--- src/rtl/opf_pkg.sv ---
package opf_pkg;
  typedef enum logic [3:0] {
    M_IMM  = 4'd0,
    M_DIR  = 4'd1,
    M_IND  = 4'd2,
    M_REG  = 4'd3,
    M_RIND = 4'd4,
    M_DISP = 4'd5,
    M_REL  = 4'd6,
    M_IDX  = 4'd7,
    M_CLR  = 4'd8
  } mode_e;

  typedef enum logic [2:0] {
    S_IDLE,
    S_RD1,
    S_WT1,
    S_RD2,
    S_WT2
  } state_e;

  function automatic logic mode_ok(input logic [3:0] m);
    return m <= 4'd8;
  endfunction

  function automatic logic mode_mem(input logic [3:0] m);
    return m inside {M_DIR, M_IND, M_RIND, M_DISP, M_REL, M_IDX};
  endfunction
endpackage

--- src/rtl/opf_regfile.sv ---
module opf_regfile #(
  parameter int unsigned W    = 8,
  parameter int unsigned NREG = 4,
  parameter int unsigned IDX  = 3,
  localparam int unsigned RSW = $clog2(NREG)
) (
  input  logic           clk_i,
  input  logic           rst_ni,
  input  logic           we_i,
  input  logic [RSW-1:0] waddr_i,
  input  logic [W-1:0]   wdata_i,
  input  logic [RSW-1:0] raddr_i,
  output logic [W-1:0]   rdata_o,
  output logic [W-1:0]   idx_o,
  input  logic           idx_inc_i
);
  logic [W-1:0] regs_q [NREG];

  for (genvar g = 0; g < NREG; g++) begin : g_reg
    always_ff @(posedge clk_i or negedge rst_ni) begin
      if (!rst_ni) begin
        regs_q[g] <= '0;
      end else if (we_i && waddr_i == RSW'(g)) begin
        regs_q[g] <= wdata_i;
      end else if (g == IDX && idx_inc_i) begin
        regs_q[g] <= regs_q[g] + W'(1);
      end
    end
  end

  assign rdata_o = regs_q[raddr_i];
  assign idx_o   = regs_q[IDX];
endmodule

--- src/rtl/opf_agu.sv ---
module opf_agu
  import opf_pkg::*;
#(
  parameter int unsigned W = 8
) (
  input  logic [3:0]   mode_i,
  input  logic [W-1:0] field_i,
  input  logic [W-1:0] reg_i,
  input  logic [W-1:0] idx_i,
  input  logic [W-1:0] npc_i,
  output logic [W-1:0] ea_o,
  output logic [W-1:0] direct_o
);
  // sums wrap at W bits; signed offset add equals unsigned add mod 2^W
  always_comb begin
    unique case (mode_i)
      M_RIND:  ea_o = reg_i;
      M_DISP:  ea_o = field_i + reg_i;
      M_REL:   ea_o = npc_i + field_i;
      M_IDX:   ea_o = field_i + idx_i;
      default: ea_o = field_i;
    endcase
  end

  always_comb begin
    unique case (mode_i)
      M_REG:   direct_o = reg_i;
      M_CLR:   direct_o = '0;
      default: direct_o = field_i;
    endcase
  end
endmodule

--- src/rtl/opf_seq.sv ---
module opf_seq
  import opf_pkg::*;
(
  input  logic       clk_i,
  input  logic       rst_ni,
  input  logic       start_i,
  input  logic [3:0] mode_i,
  output logic       accept_o,
  output logic       direct_we_o,
  output logic       mem_req_o,
  output logic       mem_we_o,
  output logic       ptr_load_o,
  output logic       idx_inc_o,
  output logic       busy_o
);
  state_e     state_q, state_d;
  logic [3:0] mode_q;

  assign accept_o    = start_i && state_q == S_IDLE && mode_ok(mode_i);
  assign direct_we_o = accept_o && !mode_mem(mode_i);
  assign mem_req_o   = state_q == S_RD1 || state_q == S_RD2;
  assign ptr_load_o  = state_q == S_WT1 && mode_q == M_IND;
  assign mem_we_o    = (state_q == S_WT1 && mode_q != M_IND) || state_q == S_WT2;
  assign idx_inc_o   = state_q == S_WT1 && mode_q == M_IDX;
  assign busy_o      = state_q != S_IDLE;

  always_comb begin
    state_d = state_q;
    unique case (state_q)
      S_IDLE: if (accept_o && mode_mem(mode_i)) state_d = S_RD1;
      S_RD1:  state_d = S_WT1;
      S_WT1:  state_d = (mode_q == M_IND) ? S_RD2 : S_IDLE;
      S_RD2:  state_d = S_WT2;
      S_WT2:  state_d = S_IDLE;
      default: state_d = S_IDLE;
    endcase
  end

  always_ff @(posedge clk_i or negedge rst_ni) begin
    if (!rst_ni) begin
      state_q <= S_IDLE;
      mode_q  <= 4'd0;
    end else begin
      state_q <= state_d;
      if (accept_o) mode_q <= mode_i;
    end
  end
endmodule

--- src/rtl/opf_unit.sv ---
module opf_unit #(
  parameter int unsigned W    = 8,
  parameter int unsigned NREG = 4,
  parameter int unsigned IDX  = NREG - 1,
  localparam int unsigned RSW = $clog2(NREG)
) (
  input  logic           clk_i,
  input  logic           rst_ni,
  input  logic           start_i,
  input  logic [3:0]     mode_i,
  input  logic [W-1:0]   field_i,
  input  logic [RSW-1:0] rsel_i,
  input  logic [W-1:0]   npc_i,
  input  logic           rf_we_i,
  input  logic [RSW-1:0] rf_waddr_i,
  input  logic [W-1:0]   rf_wdata_i,
  output logic           mem_req_o,
  output logic [W-1:0]   mem_addr_o,
  input  logic [W-1:0]   mem_rdata_i,
  output logic [W-1:0]   acc_o,
  output logic           done_o,
  output logic           busy_o
);
  logic         accept, direct_we, mem_we, ptr_load, idx_inc, busy;
  logic [W-1:0] reg_val, idx_val, ea, direct_val;
  logic [W-1:0] addr_q, acc_q;
  logic         done_q;

  opf_seq u_seq (
    .clk_i       (clk_i),
    .rst_ni      (rst_ni),
    .start_i     (start_i),
    .mode_i      (mode_i),
    .accept_o    (accept),
    .direct_we_o (direct_we),
    .mem_req_o   (mem_req_o),
    .mem_we_o    (mem_we),
    .ptr_load_o  (ptr_load),
    .idx_inc_o   (idx_inc),
    .busy_o      (busy)
  );

  opf_regfile #(.W(W), .NREG(NREG), .IDX(IDX)) u_rf (
    .clk_i     (clk_i),
    .rst_ni    (rst_ni),
    .we_i      (rf_we_i && !busy),
    .waddr_i   (rf_waddr_i),
    .wdata_i   (rf_wdata_i),
    .raddr_i   (rsel_i),
    .rdata_o   (reg_val),
    .idx_o     (idx_val),
    .idx_inc_i (idx_inc)
  );

  opf_agu #(.W(W)) u_agu (
    .mode_i   (mode_i),
    .field_i  (field_i),
    .reg_i    (reg_val),
    .idx_i    (idx_val),
    .npc_i    (npc_i),
    .ea_o     (ea),
    .direct_o (direct_val)
  );

  always_ff @(posedge clk_i or negedge rst_ni) begin
    if (!rst_ni) begin
      addr_q <= '0;
      acc_q  <= '0;
      done_q <= 1'b0;
    end else begin
      if (accept)        addr_q <= ea;
      else if (ptr_load) addr_q <= mem_rdata_i;
      if (direct_we)     acc_q <= direct_val;
      else if (mem_we)   acc_q <= mem_rdata_i;
      done_q <= direct_we || mem_we;
    end
  end

  assign mem_addr_o = addr_q;
  assign acc_o      = acc_q;
  assign done_o     = done_q;
  assign busy_o     = busy;
endmodule

--- config.mk ---
export PLATFORM = sky130hd
export DESIGN_NAME = opf_unit
export DESIGN_NICKNAME = d
export VERILOG_FILES = /design/src/rtl/opf_pkg.sv /design/src/rtl/opf_regfile.sv /design/src/rtl/opf_agu.sv /design/src/rtl/opf_seq.sv /design/src/rtl/opf_unit.sv
export SDC_FILE = /design/constraint.sdc
export NUM_CORES = 1
export LEC_CHECK = 0
export BUFFER_PORTS_ARGS = -buffer_cell sky130_fd_sc_hd__buf_2
export CORE_UTILIZATION = 40
export CTS_CLUSTER_SIZE = 25
export DETAILED_ROUTE_END_ITERATION = 16
export GPL_TIMING_DRIVEN = 0
export PLACE_DENSITY = 0.62
export SKIP_CTS_REPAIR_TIMING = 1
export SYNTH_ARGS = -nofsm -noshare
export SYNTH_HDL_FRONTEND = slang
export SYNTH_HIERARCHICAL = 1
export SYNTH_SLANG_ARGS = --single-unit
--- constraint.sdc ---
create_clock -name clk_i -period 4.2 [get_ports clk_i]
set_input_delay 0.84 -clock clk_i [delete_from_list [all_inputs] [get_ports clk_i]]
set_output_delay 0.84 -clock clk_i [all_outputs]
set_load 0.1 [all_outputs]
After elaboration in Yosys (flattened, before gate mapping). Index checks and enable logic that the tools add are counted.

Register bits after elaboration: 56. Output and inout bits: 19.

$add $sub $neg: 4. Magnitude comparators: 2. Equal/unequal tests: 19. Mux-type cells: 14. Bitwise gates (word level): 1. Reductions and logical operators: 24.

Operator list (number): 8-bit two-way mux (8); 8-bit one-hot mux with 4 select lines (1); 8-bit adder (3); 4-bit by 3-bit equality test with 1-bit output, second input constant (5); 8-bit binary-select mux with 2-bit select (1); 8-bit one-hot mux with 2 select lines (1); 4-bit by 2-bit equality test with 1-bit output, second input constant (3); 1-bit logical AND (12); 3-bit one-hot mux with 4 select lines (1); 8-bit by 1-bit adder with 8-bit output, second input constant (1); 3-bit by 2-bit equality test with 1-bit output, second input constant (2); 2-bit nonzero test (3); 6-bit nonzero test (1); 2-bit equality test, second input constant (2); 4-bit by 1-bit equality test with 1-bit output, second input constant (1); 4-bit equality test, second input constant (1); 4-bit less-or-equal comparator, second input constant (1); 4-bit by 2-bit != test with 1-bit output, second input constant (1); 3-bit by 1-bit equality test with 1-bit output, second input constant (1); 3-bit equality test, second input constant (1); 3-bit greater-or-equal comparator, second input constant (1); 3-bit zero test (1); 1-bit logical OR (3); 3-bit two-way mux (1); other kinds (7) (8).

Longest topological paths before layout. Gate-level depths: netlist (run 1).

Word-level depth: 7. Mapped depth: 14.

By module. The synthesis (run 1) kept the hierarchy.

Modules (own cells, without submodules): opf_regfile (instances 1, cells each 116, area each 1587.8 um^2, sequential area each 800.8 um^2); opf_agu (instances 1, cells each 134, area each 819.5 um^2, sequential area each 0.0 um^2); opf_unit (instances 1, cells each 71, area each 783.3 um^2, sequential area each 425.4 um^2); opf_seq (instances 1, cells each 45, area each 426.7 um^2, sequential area each 175.2 um^2).

Worst setup path after synthesis (run 1). No wires, ideal clock.

Path type: input to register. Start: in rsel_i[0]. End: reg addr_q[5] (netlist: mem_addr_o[5]). Setup time: 0.139 ns. Arrival: 3.144 ns. Required time: 4.061 ns. Path slack: 0.918 ns. Cell stages on the path: 12. Path buffers: 1. Cells stage by stage: buf_2 > mux4_2 > nand2_1 > o21ai_0 > ha_1 > a211oi_1 > nor2_1 > or4_1 > a32oi_1 > o21ai_1 > nand2_1 > o21ai_1.

Cells in the longest elaborated chain, start to end: 7.

RTL lines: start, declared (RTL line opf_unit.sv:12) `input logic [RSW-1:0] rsel_i,`; 2-bit inverter with 3-bit output (not written as such) (RTL line opf_regfile.sv:31) `assign rdata_o = regs_q[raddr_i];`; 8-bit binary-select mux with 2-bit select (RTL line opf_regfile.sv:31); 8-bit two-way mux (not written as such) (2 in series) (RTL line opf_regfile.sv:31); net reg_val[1] (RTL line opf_unit.sv:25) `logic [W-1:0] reg_val, idx_val, ea, direct_val;`; 8-bit adder (RTL line opf_agu.sv:18) `M_DISP: ea_o = field_i + reg_i;`; 8-bit one-hot mux with 4 select lines (RTL line opf_agu.sv:16) `unique case (mode_i)`; net ea[5] (RTL line opf_unit.sv:25); 8-bit two-way mux (RTL line opf_unit.sv:71) `if (accept) addr_q <= ea;`; end signal, assigned (RTL line opf_unit.sv:72) `else if (ptr_load) addr_q <= mem_rdata_i;`; end, declared (RTL line opf_unit.sv:26) `logic [W-1:0] addr_q, acc_q;`.

The timed path passes the listed nets, and every way through them passes these cells. The select of a mux whose other input is x is not followed. A chain may end at the register's enable or synchronous reset.

Final worst setup path (run 1). Ends and elaborated chain as after synthesis.

==> results of run 1 <==
## worst max-delay path: stages
cell and delay [ns]:
buf_2 0.27, mux4_2 0.61, nand2_1 0.08, o21ai_0 0.11, ha_1 0.31, a211oi_1 0.28, nor2_1 0.14, or4_1 0.41
a32oi_1 0.22, o21ai_1 0.08, nand2_1 0.08, o21ai_1 0.06
## layout make-up
| cell class | instances | share of cell area [%] |
|---|---|---|
| buffer | 23 | 3.895 |
| timing repair buffer | 60 | 7.250 |
| multi-input combinational | 282 | 48.71 |
| tap | 108 | 3.235 |
| inverter | 5 | 0.4494 |
| clock buffer | 6 | 1.977 |
| clock inverter | 2 | 0.9287 |
| sequential | 56 | 33.55 |
## flip-flops by register name (all words and copies together) (netlist names)
name	count
u_rf/regs_q	24
acc_o	8
mem_addr_o	8
u_rf/idx_o	8
u_seq/mode_q	4
u_seq/state_q	3
done_o	1
## synth_stat cells, types with 2 or more instances
master,count,area (um^2)
a211oi_1,3,22.52
and2_1,2,12.51
buf_4,8,60.06
nand4_1,4,25.02
nand2b_1,4,25.02
o211ai_1,2,15.01
o32a_1,2,20.02
nand2_1,38,142.6
dfrtp_1,56,1401
mux2_2,24,270.3
xor2_1,4,35.03
a31oi_1,4,25.02
o21ai_0,25,125.1
or3_1,5,31.28
ha_1,8,100.1
nor2_1,30,112.6
or4_1,2,15.01
mux2i_1,25,250.2
a21oi_1,20,100.1
buf_6,5,56.30
mux4_2,8,180.2
xnor2_1,2,17.52
buf_2,7,35.03
a21o_1,2,15.01
inv_1,5,18.77
nand3b_2,2,22.52
clkbuf_1,2,7.510
nand3_1,6,30.03
nor3_1,7,35.03
nor2b_1,4,25.02
o22ai_1,8,50.05
o21ai_1,17,85.08
## path summary, 6_finish.rpt
kind,endpoint,slack (ns),cells past startpoint
max,mem_addr_o[5],0.89,12
min,u_rf/regs_q[21],0.51,1
max reg2reg,mem_addr_o[5],1.24,11
min reg2reg,u_rf/regs_q[21],0.51,1
max in group asynchronous,u_rf/idx_o[5],3.18,1
min in group asynchronous,done_o,0.55,1
## cell families (layout without fill, tap and decap cells)
group           Yosys count  after routing  synth area share (%)
simple gates            118            118                 17.16
compound gates           91             91                 14.63
mux                      58             58                 19.68
flops                    56             56                 38.74
buf+inv                  28             96                 5.015
fa+ha+maj                 9              9                 3.321
xor+xnor                  6              6                 1.453
## power breakdown
| part | total (W) | leakage (nW) | switching, W | internal (W) |
|---|---|---|---|---|
| clock network | 0.000386 | 0.0614 | 0.000191 | 0.000195 |
| logic | 0.00133 | 1.08 | 0.000913 | 0.000419 |
| registers | 0.000857 | 0.676 | 0.000132 | 0.000725 |
## per-layer routing
| layer | track usage [%] | up-vias | share of wire [%] |
|---|---|---|---|
| met5 | 0 | - | 0 |
| met4 | 4.133 | 0 | 0.73 |
| met3 | 2.806 | 6 | 3.7 |
| met2 | 33.04 | 63 | 50 |
| met1 | 25.72 | 1396 | 46 |
| li1 | - | 1471 | - |
## metrics by stage
step | hold slack (ns) | area (um^2) | utilization (%) | power (W) | worst slack [ns]
floorplan | 0.4664 | 3617 | - | 0.001924 | 0.9178
global placement | 0.4822 | 4053 | 46.47 | 0.002172 | 0.6218
detailed placement | 0.4926 | 4053 | 46.47 | 0.002207 | 0.5526
CTS | 0.5182 | 4174 | 47.86 | 0.002589 | 0.8826
global route | 0.5218 | 4177 | 47.89 | 0.002728 | 0.6244
finish | 0.5124 | 4177 | 47.89 | 0.002574 | 0.8870
==> results list, run 1 <==
* Synth-to-layout area growth: 15.46%
* Count of flip-flops with a built-in enable after synthesis: 0
- At the end of routability-driven placement, the weighted congestion stood at 0.8376.
- Across the run, the number of max-cap violations was 0.
- Number of distinct library cells after synthesis: 57
* Post-layout minimum cycle time: 3.313 ns
* Remaining design rule violation count: 0
- Final count of hold timing violations: 0
- In this run, the number of DRC markers left after iteration 0 of detailed routing was 91.
- Clock transition time at the flip-flop clock pins of the worst setup and hold paths: 0.10 ns
- Setup repair after global routing missed its margin: false
- The clock passes through at most 2 buffers.
- After floorplanning, the core was divided into 34 placement rows.
- After technology mapping, the gate count stands at 366.
- Summed over all layers, the global routing overflow is 0.
- Final number of setup-violating endpoints: 0
- Largest fanout on the critical path: 8
* Die Height: 97.10 um
- The H-tree generated during clock tree synthesis spans 2 levels.
- Wires add up to 8647 um.
- Area occupied by registers: 0.001401 mm^2
- The critical path is of the input port to flop type.
* DP Wirelength: 6740 um
* Average wire per standard cell: 15.95 um
- Type of element launching the critical path: input port
- Buffers inserted during clock tree synthesis total 5.
- Slew @ Worst Pin: 0.9153 ns
* Width of the die: 97.10 um
* Core ar.: 0.008721 mm^2
- Entering global routing, the biggest net connects 57 pins.
* Worst setup path startpoint: rsel_i[0]
- Crit path capture type: flop
- Routed vias/inst: 5.417
- Status: completed
* Detailed-router iteration count before antenna repair: 4
* Worst slew margin: 38.51%
- Across the routed clock network, the largest skew measured is 0.008578 ns.
* Class of the tightest hold or removal check: flop to flop
- Sink Count: 56
- Leaving out fill and tap cells, the most frequent cell in the layout is buf_2.
- During synthesis, Yosys emitted a total of 6 warnings.
- The filler cells instantiated in the layout total 812.
* Leakage: 1.822 nW
- Clock latency at the later pin of the worst-skew pair: 0.32 ns
- The count of nets left with antenna violations once routing finished came out at 0.
- The repair_antennas step left the layout with diodes totalling 0.
- The startpoint identified for the worst register-to-register timing path is u_rf/idx_o[1].
- Number of nets in the layout: 486
- The count of cells in the finished layout, fillers not included, comes to 542.
- At the worst endpoint, the arrival time is 3.50 ns.
* Required @ worst endpoint: 4.39 ns
* DIE AREA: 0.009427 mm^2
- Via total after detailed routing: 2936
- The cell sitting at the root of the clock tree is a clkbuf_8.
- During I/O placement, the number of pins put on the boundary was 63.
* Number of placed instances with taps included: 534
- Hold wc startpoint: u_rf/regs_q[21]
- Most instantiated flip-flop cell in the synthesis netlist: dfrtp_1
* Number of global-route vias before repair: 2953
* Global routing usage summed across all routing layers: 19.22%
- For this configuration, the core starts out at a cell density of 41.48%.
- Each instance of the synthesized netlist takes up on average 9.883 um^2.
- Leaving out fill and tap cells, the most frequent cells in the layout are 66 x buf_2, 56 x dfrtp_1, 38 x nand2_1.
- Flops & latches, synth: 56
- Maximum VDD drop: 0.2401 mV
- In this run the power density over the cells is 616.4 mW/mm^2.
- Async S/R FF share, synth: 100.0%
- Net Count, Synth: 419
- Post-Synthesis Cell Area: 0.003617 mm^2
- After routing, the total negative slack on setup checks comes to 0 ns.
- Count of buffers inserted at the top-level ports: 60
- The max-slew violation count came to 0.
- Share of the clock period used by the worst path: 78.88%
* Area of the multi-input gates: 0.002034 mm^2
- The first global-routing pass estimated 14750 um of wire.
- Share of cells above drive strength 1: 30.18%
- Number of antenna violations at the first check in global routing: 0
- TritonCTS built the clock tree.
- Portion of the post-synthesis area used by sequential elements: 38.74%
* Fmax: 301.8 MHz
No activity file was read; power rests on OpenSTA's default activity.
==> run 2: changes to the inputs <==
--- a/config.mk
+++ b/config.mk
@@ -10,7 +10,7 @@
 export CTS_CLUSTER_SIZE = 25
 export DETAILED_ROUTE_END_ITERATION = 16
 export GPL_TIMING_DRIVEN = 0
-export PLACE_DENSITY = 0.62
+export PLACE_DENSITY = 0.65
 export SKIP_CTS_REPAIR_TIMING = 1
 export SYNTH_ARGS = -nofsm -noshare
 export SYNTH_HDL_FRONTEND = slang
==> constraint.sdc (replaced) <==
create_clock -name clk_i -period 2.9 [get_ports clk_i]
set_input_delay 0.58 -clock clk_i [delete_from_list [all_inputs] [get_ports clk_i]]
set_output_delay 0.58 -clock clk_i [all_outputs]
set_load 0.1 [all_outputs]
==> run 2 against run 1 <==
Total power up 45%. Sequential power rose by 45%. Cell area rose by 1.1%. Non-clock buffer count rose by 2. Largest cell class unchanged.
==> results list, run 2 (synthesis gave the netlist of run 1 again) <==
- Status: completed
- Post-layout minimum cycle time: 2.758 ns
* Count of buffers inserted at the top-level ports: 60
- Core ar.: 0.008721 mm^2
- Weighted congestion reported at the end of routability-driven placement: 0.8715
- The floorplan has 34 rows.
- DIE AREA: 0.009427 mm^2
* Die Height: 97.10 um
- Type of element launching the critical path: flop
- Final count of hold timing violations: 0
- Clock latency at the later pin of the worst-skew pair: 0.31 ns
- DP Wirelength: 6597 um
* Number of buffers and inverters on the critical path: 0
* Detailed-router iteration count before antenna repair: 4
* Fmax: 362.5 MHz
- Synth-to-layout area growth: 16.71%
- Measured against its own limit, the worst slew margin works out to 37.12%.
- Share of the clock period used by the worst path: 95.12%
- Share of cells above drive strength 1: 33.03%
- Dividing the detail-routed via count by the number of cells gives 5.408.
- Drt initial violations: 125
* Kind of critical path: flop to flop
- Via total after detailed routing: 2942
- The library cell used most frequently in the layout, excluding fill and tap cells, is buf_2.
* Cell chosen for the clock root: clkbuf_8
- In this run the static leakage power is 1.829 nW.
- The repair_antennas step left the layout with diodes totalling 0.
- In this run switching power makes up 47.83% of total power.
* # IOs: 63
* Number of nets in the layout: 488
- Largest net degree at the start of global routing: 57
- TritonCTS built the clock tree.
* Slowest stage cell, crit path: mux4_2
* Most used cells in the layout excluding fill and tap cells: 65 x buf_2, 53 x dfrtp_1, 37 x nand2_1
* Top reg by flops: u_rf/regs_q
* Initial Utilization: 41.48%
- Number of placed instances with taps included: 534
- Worst hold-check slack: 0.3006 ns
* Switching power: 0.001790 W
* Crit path capture type: flop
* Global-route wire length before repair: 14370 um
* Critical Path Max Stage Delay: 0.55 ns
* Total of max-cap violations: 0
- The count of nets left with antenna violations once routing finished came out at 0.
- The clock drives 56 sinks.
- At the pin with the least slew margin, the transition time is 0.9361 ns.
- After global routing the overflow that remains totals 0.
* Finished Layout Cells: 544
* Critical Path, Cell by Cell: mux4_2 > nand2_1 > o21ai_0 > ha_2 > o21ai_0 > nor2_2 > or4_1 > a32oi_1 > o21ai_1 > nand2_1 > o21ai_1
- Of all nets on the critical path, the largest fanout is 7.
- Clock group share of total power: 13.9%
* Internal power consumption: 0.001953 W
- For this run, design rule violations remaining after detail routing come to 0.
- Final number of setup-violating endpoints: 0
- The number of clock buffers added by TritonCTS is 5.
* Combinational share of power: 52.9%
* Setup Skew: 0.01135 ns
- Per report_power, the sequential group accounts for 33.2% of the total.
* Start of the worst register-to-register path: u_rf/idx_o[2]
- In this run the deepest clock path goes through 2 buffers.
- Required @ worst endpoint: 3.07 ns
- The path class of the tightest hold or removal check is input port to asynchronous set/reset pin.
* Maximum VDD drop: 0.3853 mV
- The max-slew violation count was 0.
- Across every metal layer, demand over resource in global routing totals 18.72%.
- Number of global-route vias before repair: 2910
- The clock tree synthesis step divided the H-tree into 2 levels.
* Crit-path leading delay family: compound AO/OA/AOI/OAI gates
- The most critical setup path has its startpoint at u_rf/idx_o[2].
- The floorplan step set the die width to 97.10 um.
- Crit path DAT: 2.93 ns
* Average wire per standard cell: 15.56 um
* Number of flip-flops in the largest register: 24
- Clock transition time at the flip-flop clock pins of the worst setup and hold paths: 0.10 ns
* Cell area power density: 886.5 mW/mm^2
* Final WL: 8466 um
* Number of antenna violations at the first check in global routing: 0
## run 2: routing by layer
metal | GRT usage (%) | vias to the layer above | wire length, um
met4 | 4.478 | 0 | 104
li1 | - | 1476 | -
met3 | 2.662 | 8 | 301
met1 | 25.27 | 1383 | 3902
met5 | 0 | - | 0
met2 | 31.85 | 75 | 4157
## run 2: through the flow
step / utilization [%] / setup WS, ns / area (um^2) / TNS [ns] / power, W
6_report: 48.41 / 0.1416 / 4222 / 0 / 0.003742
5_1_grt: 48.41 / -0.008647 / 4222 / -0.008647 / 0.003970
4_1_cts: 47.86 / -0.06173 / 4174 / -0.07227 / 0.003719
3_5_place_dp: 46.54 / -0.3786 / 4059 / -1.173 / 0.003191
3_3_place_gp: 46.54 / -0.3499 / 4059 / -0.9216 / 0.003134
2_1_floorplan: - / 0.001252 / 3623 / 0 / 0.002788
## run 2: path summary, 6_finish.rpt
kind                       depth (start not counted)              end  slack (ns)
max in group asynchronous                          1    u_rf/idx_o[2]        2.10
hold reg to reg                                    1  u_rf/regs_q[11]        0.52
min in group clk_i                                 3    u_rf/idx_o[0]        0.52
hold / removal                                     1           done_o        0.30
setup / recovery                                  11    mem_addr_o[5]        0.14
setup reg to reg                                  11    mem_addr_o[5]        0.14
## run 2: power by group through the flow
stage               sequential [W]  combinational, W  clock, W
floorplan                  0.00193          0.000858         0
global placement           0.00124           0.00190         0
detailed placement         0.00126           0.00193         0
CTS                        0.00124           0.00193  0.000541
global route               0.00128           0.00212  0.000566
finish                     0.00124           0.00198  0.000521
## run 2: cell type report
type / instances / area, um^2
Multi-Input combinational cell: 282 / 2052
Timing Repair Buffer: 62 / 317.8
Tap cell: 108 / 135.1
Sequential cell: 56 / 1405
Inverter: 5 / 18.77
Buffer: 23 / 177.7
Fill cell: 820 / 4499
Clock buffer: 5 / 68.82
Clock inverter: 3 / 46.29
